--- config.mk ---
export PLATFORM = sky130hd
export DESIGN_NAME = irq_router
export DESIGN_NICKNAME = d
export VERILOG_FILES = /design/src/rtl/irq_router_pkg.sv /design/src/rtl/irq_cfg_regs.sv /design/src/rtl/irq_arbiter.sv /design/src/rtl/irq_router.sv
export SDC_FILE = /design/constraint.sdc
export NUM_CORES = 1
export LEC_CHECK = 0
export BUFFER_PORTS_ARGS = -buffer_cell sky130_fd_sc_hd__buf_2
export CAP_MARGIN = 20
export CELL_PAD_IN_SITES_DETAIL_PLACEMENT = 0
export CELL_PAD_IN_SITES_GLOBAL_PLACEMENT = 1
export CORE_AREA = 2 2 104 131
export DETAILED_ROUTE_END_ITERATION = 6
export DIE_AREA = 0 0 106 133
export PLACE_DENSITY_LB_ADDON = 0.1
export SETUP_SLACK_MARGIN = 0.2
export SLEW_MARGIN = 30
export SYNTH_ARGS = -nofsm -noshare
export SYNTH_HDL_FRONTEND = slang
export SYNTH_SLANG_ARGS = --single-unit
export TNS_END_PERCENT = 5
--- constraint.sdc ---
create_clock -name clk -period 10.1 [get_ports clk]
set_input_delay 0.505 -clock clk [delete_from_list [all_inputs] [get_ports clk]]
set_output_delay 0.505 -clock clk [all_outputs]
set_load 0.03 [all_outputs]
--- src/rtl/irq_router_pkg.sv ---
package irq_router_pkg;
   typedef enum logic [1:0] {
      REG_INDEX  = 2'd0,
      REG_CONFIG = 2'd1,
      REG_BASE   = 2'd2
   } reg_sel_e;

   localparam int CFG_EN_BIT   = 0;
   localparam int CFG_TGT_BIT  = 1;
   localparam int CFG_PRIO_LSB = 2;

   localparam bit TGT_CPU = 1'b0;
   localparam bit TGT_COP = 1'b1;
endpackage

--- src/rtl/irq_cfg_regs.sv ---
module irq_cfg_regs import irq_router_pkg::*; #(
   parameter int NUM_SRC = 8,
   parameter int PRIO_W  = 3,
   parameter int DATA_W  = 8,
   localparam int IDX_W  = (NUM_SRC > 1) ? $clog2(NUM_SRC) : 1
) (
   input  logic                             clk,
   input  logic                             rst_n,
   input  logic                             bus_wr,
   input  logic [1:0]                       bus_addr,
   input  logic [DATA_W-1:0]                bus_wdata,
   output logic [DATA_W-1:0]                bus_rdata,
   output logic [NUM_SRC-1:0]               en_o,
   output logic [NUM_SRC-1:0]               tgt_o,
   output logic [NUM_SRC-1:0][PRIO_W-1:0]   prio_o,
   output logic [DATA_W-1:0]                base_o
);
   logic [IDX_W-1:0]  idx_q;
   logic [DATA_W-1:0] base_q;
   logic [DATA_W-1:0] cfg_rd;
   logic              wr_idx, wr_cfg, wr_base;

   assign wr_idx  = bus_wr && (bus_addr == REG_INDEX);
   assign wr_cfg  = bus_wr && (bus_addr == REG_CONFIG);
   assign wr_base = bus_wr && (bus_addr == REG_BASE);

   always_ff @(posedge clk) begin
      if (!rst_n) begin
         idx_q  <= '0;
         base_q <= '0;
      end else begin
         if (wr_idx)  idx_q  <= bus_wdata[IDX_W-1:0];
         if (wr_base) base_q <= bus_wdata;
      end
   end

   for (genvar g = 0; g < NUM_SRC; g++) begin : g_entry
      always_ff @(posedge clk) begin
         if (!rst_n) begin
            en_o[g]   <= 1'b0;
            tgt_o[g]  <= TGT_CPU;
            prio_o[g] <= '0;
         end else if (wr_cfg && (idx_q == IDX_W'(g))) begin
            en_o[g]   <= bus_wdata[CFG_EN_BIT];
            tgt_o[g]  <= bus_wdata[CFG_TGT_BIT];
            prio_o[g] <= bus_wdata[CFG_PRIO_LSB +: PRIO_W];
         end
      end
   end

   always_comb begin
      cfg_rd = '0;
      for (int i = 0; i < NUM_SRC; i++) begin
         if (idx_q == IDX_W'(i)) begin
            cfg_rd[CFG_EN_BIT]                = en_o[i];
            cfg_rd[CFG_TGT_BIT]               = tgt_o[i];
            cfg_rd[CFG_PRIO_LSB +: PRIO_W]    = prio_o[i];
         end
      end
   end

   always_comb begin
      case (bus_addr)
         REG_INDEX:  bus_rdata = DATA_W'(idx_q);
         REG_CONFIG: bus_rdata = cfg_rd;
         REG_BASE:   bus_rdata = base_q;
         default:    bus_rdata = '0;
      endcase
   end

   assign base_o = base_q;
endmodule

--- src/rtl/irq_arbiter.sv ---
module irq_arbiter #(
   parameter int NUM_SRC = 8,
   parameter int PRIO_W  = 3,
   parameter bit TARGET  = 1'b0,
   localparam int IDX_W  = (NUM_SRC > 1) ? $clog2(NUM_SRC) : 1
) (
   input  logic [NUM_SRC-1:0]             pend_i,
   input  logic [NUM_SRC-1:0]             en_i,
   input  logic [NUM_SRC-1:0]             tgt_i,
   input  logic [NUM_SRC-1:0][PRIO_W-1:0] prio_i,
   output logic                           valid_o,
   output logic [IDX_W-1:0]               idx_o,
   output logic [PRIO_W-1:0]              lvl_o
);
   always_comb begin
      valid_o = 1'b0;
      idx_o   = '0;
      lvl_o   = '0;
      for (int i = 0; i < NUM_SRC; i++) begin
         if (pend_i[i] && en_i[i] && (tgt_i[i] == TARGET) && (prio_i[i] > lvl_o)) begin
            valid_o = 1'b1;
            idx_o   = IDX_W'(i);
            lvl_o   = prio_i[i];
         end
      end
   end
endmodule

--- src/rtl/irq_router.sv ---
module irq_router import irq_router_pkg::*; #(
   parameter int NUM_SRC     = 8,
   parameter int PRIO_W      = 3,
   parameter int DATA_W      = 8,
   parameter int OFF_W       = 8,
   parameter int ENTRY_BYTES = 2,
   localparam int IDX_W      = (NUM_SRC > 1) ? $clog2(NUM_SRC) : 1,
   localparam int VEC_W      = DATA_W + OFF_W,
   localparam int NUM_TGT    = 2
) (
   input  logic               clk,
   input  logic               rst_n,
   input  logic [NUM_SRC-1:0] irq_pend,
   input  logic [PRIO_W-1:0]  cpu_ipl,
   input  logic               bus_wr,
   input  logic [1:0]         bus_addr,
   input  logic [DATA_W-1:0]  bus_wdata,
   output logic [DATA_W-1:0]  bus_rdata,
   output logic               cpu_req,
   output logic [VEC_W-1:0]   cpu_vec,
   output logic               cop_req,
   output logic [VEC_W-1:0]   cop_vec
);
   if (DATA_W < CFG_PRIO_LSB + PRIO_W) begin : g_bad_cfg
      $error("irq_router: DATA_W too narrow for configuration fields");
   end
   if (DATA_W < IDX_W) begin : g_bad_idx
      $error("irq_router: DATA_W too narrow for source index");
   end
   if (NUM_SRC * ENTRY_BYTES > (1 << OFF_W)) begin : g_bad_off
      $error("irq_router: vector table does not fit below the base");
   end

   logic [NUM_SRC-1:0]             en_w, tgt_w;
   logic [NUM_SRC-1:0][PRIO_W-1:0] prio_w;
   logic [DATA_W-1:0]              vec_base;
   logic                           win_valid [NUM_TGT];
   logic [IDX_W-1:0]               win_idx   [NUM_TGT];
   logic [PRIO_W-1:0]              win_lvl   [NUM_TGT];
   logic                           fire      [NUM_TGT];
   logic                           req_q     [NUM_TGT];
   logic [VEC_W-1:0]               vec_q     [NUM_TGT];

   irq_cfg_regs #(
      .NUM_SRC (NUM_SRC),
      .PRIO_W  (PRIO_W),
      .DATA_W  (DATA_W)
   ) regs_i (
      .clk       (clk),
      .rst_n     (rst_n),
      .bus_wr    (bus_wr),
      .bus_addr  (bus_addr),
      .bus_wdata (bus_wdata),
      .bus_rdata (bus_rdata),
      .en_o      (en_w),
      .tgt_o     (tgt_w),
      .prio_o    (prio_w),
      .base_o    (vec_base)
   );

   for (genvar t = 0; t < NUM_TGT; t++) begin : g_tgt
      irq_arbiter #(
         .NUM_SRC (NUM_SRC),
         .PRIO_W  (PRIO_W),
         .TARGET  (t[0])
      ) arb_i (
         .pend_i  (irq_pend),
         .en_i    (en_w),
         .tgt_i   (tgt_w),
         .prio_i  (prio_w),
         .valid_o (win_valid[t]),
         .idx_o   (win_idx[t]),
         .lvl_o   (win_lvl[t])
      );

      if (t == int'(TGT_CPU)) begin : g_gate
         assign fire[t] = win_valid[t] && (win_lvl[t] > cpu_ipl);
      end else begin : g_open
         assign fire[t] = win_valid[t];
      end

      always_ff @(posedge clk) begin
         if (!rst_n) begin
            req_q[t] <= 1'b0;
            vec_q[t] <= '0;
         end else begin
            req_q[t] <= fire[t];
            vec_q[t] <= fire[t]
                      ? ({vec_base, {OFF_W{1'b0}}} + VEC_W'(win_idx[t]) * VEC_W'(ENTRY_BYTES))
                      : '0;
         end
      end
   end

   assign cpu_req = req_q[0];
   assign cpu_vec = vec_q[0];
   assign cop_req = req_q[1];
   assign cop_vec = vec_q[1];
endmodule

# [Word-level counts from Yosys, hierarchy flattened]
# Memories as Yosys holds them, arrays and structs flattened.
# Cells that the tools add are included.
[totals] out_inout_bits=42 ramBits=34 register_bits=51 wordCells=183 memories=2
[op_classes] n_reduce_logical=54 n_addsub=2 n_mux=62 n_eq_ne=9 n_bitwise=12 magnitude_cmp=16
[memory_table] name="vec_q" words=2 word_bits=16 rd=2 rd_ports_with_merged_regs=0 wr=2 line_no="irq_router.sv:42" source="logic [VEC_W-1:0] vec_q [NUM_TGT];"
[memory_table] name="req_q" words=2 word_bits=1 rd=2 rd_ports_with_merged_regs=0 wr=2 line_no="irq_router.sv:41" source="logic req_q [NUM_TGT];"
[ops] op="3-bit 2-to-1 mux" count=25
[ops] op="16-bit 2-to-1 mux" count=4
[ops] op="1-bit logical AND" count=52
[ops] op="3-bit > comparator" count=15
[ops] op="5-bit 2-to-1 mux" count=8
[ops] op="16-bit by 4-bit adder with 16-bit output" count=2
[ops] op="8-bit one-hot mux with 3 select lines" count=1
[ops] op="1-bit 2-to-1 mux" count=22
[ops] op="3-bit equality test, second input constant" count=4
[ops] op="1-bit NOT" count=8
[ops] op="3-bit by 2-bit equality test with 1-bit output, second input constant" count=2
[ops] op="2-bit 2-to-1 mux" count=2
[ops] op="1-bit OR" count=4
[ops] op="3-bit by 1-bit equality test with 1-bit output, second input constant" count=1
[ops] op="3-bit by 1-bit > comparator with 1-bit output, second input constant" count=1
[ops] op="3-bit logical NOT" count=1
[ops] op="2-bit by 1-bit equality test with 1-bit output, second input constant" count=1
[ops] op="2-bit equality test, second input constant" count=1
[ops] op="2-bit logical NOT" count=1

# [Logic depth before layout (Yosys ltp)]
[depth] word_depth=29 ltp_mapped=52 mapped_depth_nobuf=52

# [Cells and area by module]
# A second synthesis with hierarchy kept.
[unflattened] hier_cells=655 hier_area_um2=5585.4
[by_module_without_submodules] module="irq_cfg_regs" cells_per_inst=262 area_per_inst_um2=2565.0 instances=1
[by_module_without_submodules] module="irq_arbiter (g_tgt[0].arb_i)" cells_per_inst=165 area_per_inst_um2=1129.8 instances=1
[by_module_without_submodules] module="irq_arbiter (g_tgt[1].arb_i)" cells_per_inst=156 area_per_inst_um2=1088.5 instances=1
[by_module_without_submodules] module="irq_router" cells_per_inst=72 area_per_inst_um2=802.0 instances=1

# [Worst setup path before layout]
# No wires, ideal clock.
[synth_path] path_type="input -> register" startpoint="input irq_pend[0]" endpoint="memory vec_q[0][1] (netlist bit)" cell_stages=48 setup_slack_ps=-755 arrival_ps=10780 n_path_buf=0 cell_sequence="and3b_1 -> nand2_1 -> ha_1 -> and3_1 -> a211o_4 -> o21ai_0 -> ha_1 -> nor2_1 -> o21ai_0 -> a21oi_1 -> mux2_2 -> ha_1 -> nor2_1 -> o21ai_0 -> nor4_1 -> a211o_1 -> mux2_2 -> ha_1 -> [... 12 more ...] -> ha_1 -> and3_1 -> nor4_1 -> mux2_2 -> ha_1 -> nor2b_1 -> o21ai_0 -> inv_1 -> o21ai_0 -> inv_1 -> nor2_1 -> a21oi_1 -> ha_1 -> a21o_1 -> a21oi_1 -> a311oi_1 -> o21a_1 -> a21boi_0"
[synth_lines] element="from (decl)" line_no="irq_router.sv:13" source="input logic [NUM_SRC-1:0] irq_pend,"
[synth_lines] element="to (decl)" line_no="irq_router.sv:42"

==> impl_metrics.json <==
{
  "status": "finished clean",
  "rr_worst_depth": 49,
  "final_util_pct": 49.4,
  "synth_area_um2": 4890,
  "syn_area_per_cell_um2": 8.16,
  "worst-setup-path-type": "flop to flop",
  "hold_path_depth": 3,
  "area_growth_pct": 31.3,
  "path_clk_slew_ps": 70,
  "fin_hold_ws_ps": 411,
  "p_leak_nw": 2.59,
  "synth_top_family_by_area": "simple AND/OR/NAND/NOR gates",
  "ys_seq_area_share_pct": 30.7,
  "power_density_nw_per_um2": 111,
  "cts.hold.buffers_added": 0,
  "n_antenna_cell": 0,
  "gp_congestion": 0.838,
  "io_buffers": 55,
  "drive_above_1_share_pct": 30.6,
  "synth_edf_count": 0,
  "crit_buf_inv": 4,
  "ant_nets": 0,
  "antenna_found_initial": 0,
  "start_util_pct": 37.6,
  "crit_path_max_fanout": 5,
  "cp.arrival_ps": 10300,
  "fin_cells": 863,
  "setup_ws_ps": 103,
  "max_clock_freq_mhz": 100,
  "synth_simple_gate_area_share_pct": 20.3,
  "min_period_over_period_pct": 99.0,
  "use_met3_pct": 3.00,
  "grt_pass1_vias": 4618,
  "dpl.cell_count": 831,
  "final_nets": 748,
  "place_ws_ps": -389,
  "slowest_delay_ps": 400,
  "routedWlPerCell_um": 17.5,
  "ys.warnings.count": 0,
  "grt-ovfl-total": 0,
  "first_iter_violations": 203,
  "worstPathRequired_ps": 10400,
  "layout_commonest_cell": "dfxtp_1",
  "slew_headroom_pct": 34.0,
  "synth_cells": 599,
  "final.setup_skew_ps": 12.0,
  "fin_tns_setup_ps": 0,
  "drv_cap": 0,
  "fin_crit_ps": 10000,
  "synthAdderAreaFrac_pct": 9.68,
  "ys_seq_elements": 75,
  "r2r_end": "vec_q[0][11]$_SDFF_PN0_",
  "drc": 0,
  "cp_top_family": "compound AO/OA/AOI/OAI gates",
  "worstHoldPathType": "primary input to flop",
  "via_per_inst": 5.30,
  "max_slew.worst_pin.slew_ps": 983,
  "cp-start-kind": "flop",
  "die_h_um": 133,
  "slew_viol_final": 0,
  "place.detailed.hpwl_um": 11000,
  "htreeDepth": 3,
  "ys.flop_type": "dfxtp_1",
  "cp-end-kind": "flop",
  "num_rows": 47,
  "rrSetupSlack_ps": 100,
  "rsz0062_at_grt": "true",
  "synth_cell_types": 55,
  "r2r-start": "regs_i.tgt_o[0]$_SDFFE_PN0P_",
  "finalSetupViolations": 0,
  "cts_tree": "done",
  "cts_root_buf": "clkbuf_16",
  "fp.coreArea_um2": 13000,
  "die_area_um2": 14100,
  "met2_usage_pct": 40.6,
  "top_usage_layer": "met2",
  "die_w_um": 106,
  "min_from": "bus_wdata[5]",
  "vdd_drop_max_uv": 81.4,
  "ios": 66,
  "cts.sinks": 75,
  "grt_max_degree": 56,
  "drt-total-wl_um": 15100,
  "grt_util_met1_pct": 26.1,
  "cts-buffers-inserted": 9,
  "worstHoldEndpoint": "regs_i.base_o[5]$_SDFFE_PN0P_",
  "vias": 4575,
  "critPathMostFrequentCell": "ha_4",
  "synth.area.mux_share_pct": 14.2,
  "grt_first_pass_wirelength_um": 24300,
  "synth_xor_area_share_pct": 0,
  "grt_use_total_pct": 22.0,
  "clock_latency_ps": 350,
  "synthArstFlopShare_pct": 0,
  "first_pass_iters": 4,
  "finalHoldViolations": 0,
  "layout_common_cells": "72 x dfxtp_1, 56 x nand2_1, 55 x buf_2",
  "cp_slowest_cell": "a211o_4",
  "clockBufferDepth": 2,
  "synth_compound_area_share_pct": 18.8
}
[state kept, by name, summed over array words and instances (netlist names)]
| signal | flops |
|---|---|
| regs_i.en_o | 8 |
| regs_i.base_o | 8 |
| regs_i.tgt_o | 8 |
| vec_q | 22 |
| regs_i.prio_o | 24 |
| req_q | 2 |
| regs_i.idx_q | 3 |
[synthesized netlist by cell type, drive strengths merged, types with 2 or more instances]
cell | count | share of area [%]
dfxtp | 75 | 31
nand2 | 61 | 4.7
nor2 | 56 | 4.3
mux2i | 52 | 11
a21oi | 44 | 4.5
o21ai | 39 | 4.2
ha | 37 | 9.5
inv | 36 | 2.8
nand3 | 29 | 3.0
and2 | 26 | 3.3
clkbuf | 24 | 1.8
a21o | 13 | 2.0
mux2 | 13 | 3.1
buf | 11 | 1.6
a311oi | 10 | 1.8
a22oi | 7 | 1.1
nor2b | 6 | 0.77
nor3 | 5 | 0.51
o21a | 5 | 0.77
nor4 | 4 | 0.82
a211oi | 3 | 0.46
a22o | 3 | 0.56
and3 | 3 | 0.38
nand3b | 3 | 0.46
nor3b | 3 | 0.46
or2 | 3 | 0.38
a211o | 2 | 0.54
a21boi | 2 | 0.31
a221oi | 2 | 0.49
a31oi | 2 | 0.26
and3b | 2 | 0.36
o211ai | 2 | 0.31
o22ai | 2 | 0.26
[tightest hold or removal path, stage by stage]
cell,delay (ps)
buf_2,90
nand3_1,60
a21oi_1,60
[cell type report]
type,count,area [um^2]
fill,1271,6580
tap,171,214
multi-input combinational,462,3560
timing repair buffer,103,669
sequential,75,1510
clock inverter,7,106
clock buffer,9,225
inverter,36,136
[cells by family after synthesis]
kind of cell,count (synthesis)
buffers and inverters,71
and+or+nand+nor,205
AOI/OAI and AO/OA,143
DFF,75
adders and majority gates,38
muxes,66
other,1
[repair_timing]
action                                  CTS  global route
buffers inserted                         11             4
gates cloned                              1             0
endpoints found under the setup margin   12            22
gates resized for setup                  40            37
pin swaps                                31            37
[power breakdown]
| group | total [W] | internal [W] | switching [W] |
|---|---|---|---|
| logic | 0.0000418 | 0.0000132 | 0.0000286 |
| clock network | 0.000365 | 0.000221 | 0.000144 |
| registers | 0.000303 | 0.000298 | 0.00000480 |
| total | 0.000710 | 0.000533 | 0.000177 |
[per-stage QoR]
stage | total power [W] | instance area (um^2)
2_1_floorplan | 0.000337 | 4980
3_3_place_gp | 0.000349 | 5560
4_1_cts | 0.000714 | 6220
3_5_place_dp | 0.000349 | 5560
6_report | 0.000710 | 6410
5_1_grt | 0.000730 | 6410
[worst max-delay path by stage]
stage,from,to,cells past startpoint
floorplan,irq_pend[0],vec_q[0][1]$_SDFF_PN0_,49
global placement,irq_pend[0],vec_q[0][14]$_SDFF_PN0_,51
detailed placement,irq_pend[0],vec_q[0][15]$_SDFF_PN0_,51
CTS,regs_i.tgt_o[0]$_SDFFE_PN0P_,vec_q[0][8]$_SDFF_PN0_,49
global route,regs_i.tgt_o[0]$_SDFFE_PN0P_,vec_q[0][11]$_SDFF_PN0_,49
finish,regs_i.tgt_o[0]$_SDFFE_PN0P_,vec_q[0][11]$_SDFF_PN0_,49
[routing by layer]
metal / vias up / routed length [um] / share of wire [%]
met2: 76 / 7980 / 53
met3: 27 / 374 / 2.5
met4: 0 / 370 / 2.5
li1: 2278 / - / -
met1: 2194 / 6380 / 42
met5: - / 0 / 0
Note: power is estimated with default switching activity, not from simulation.
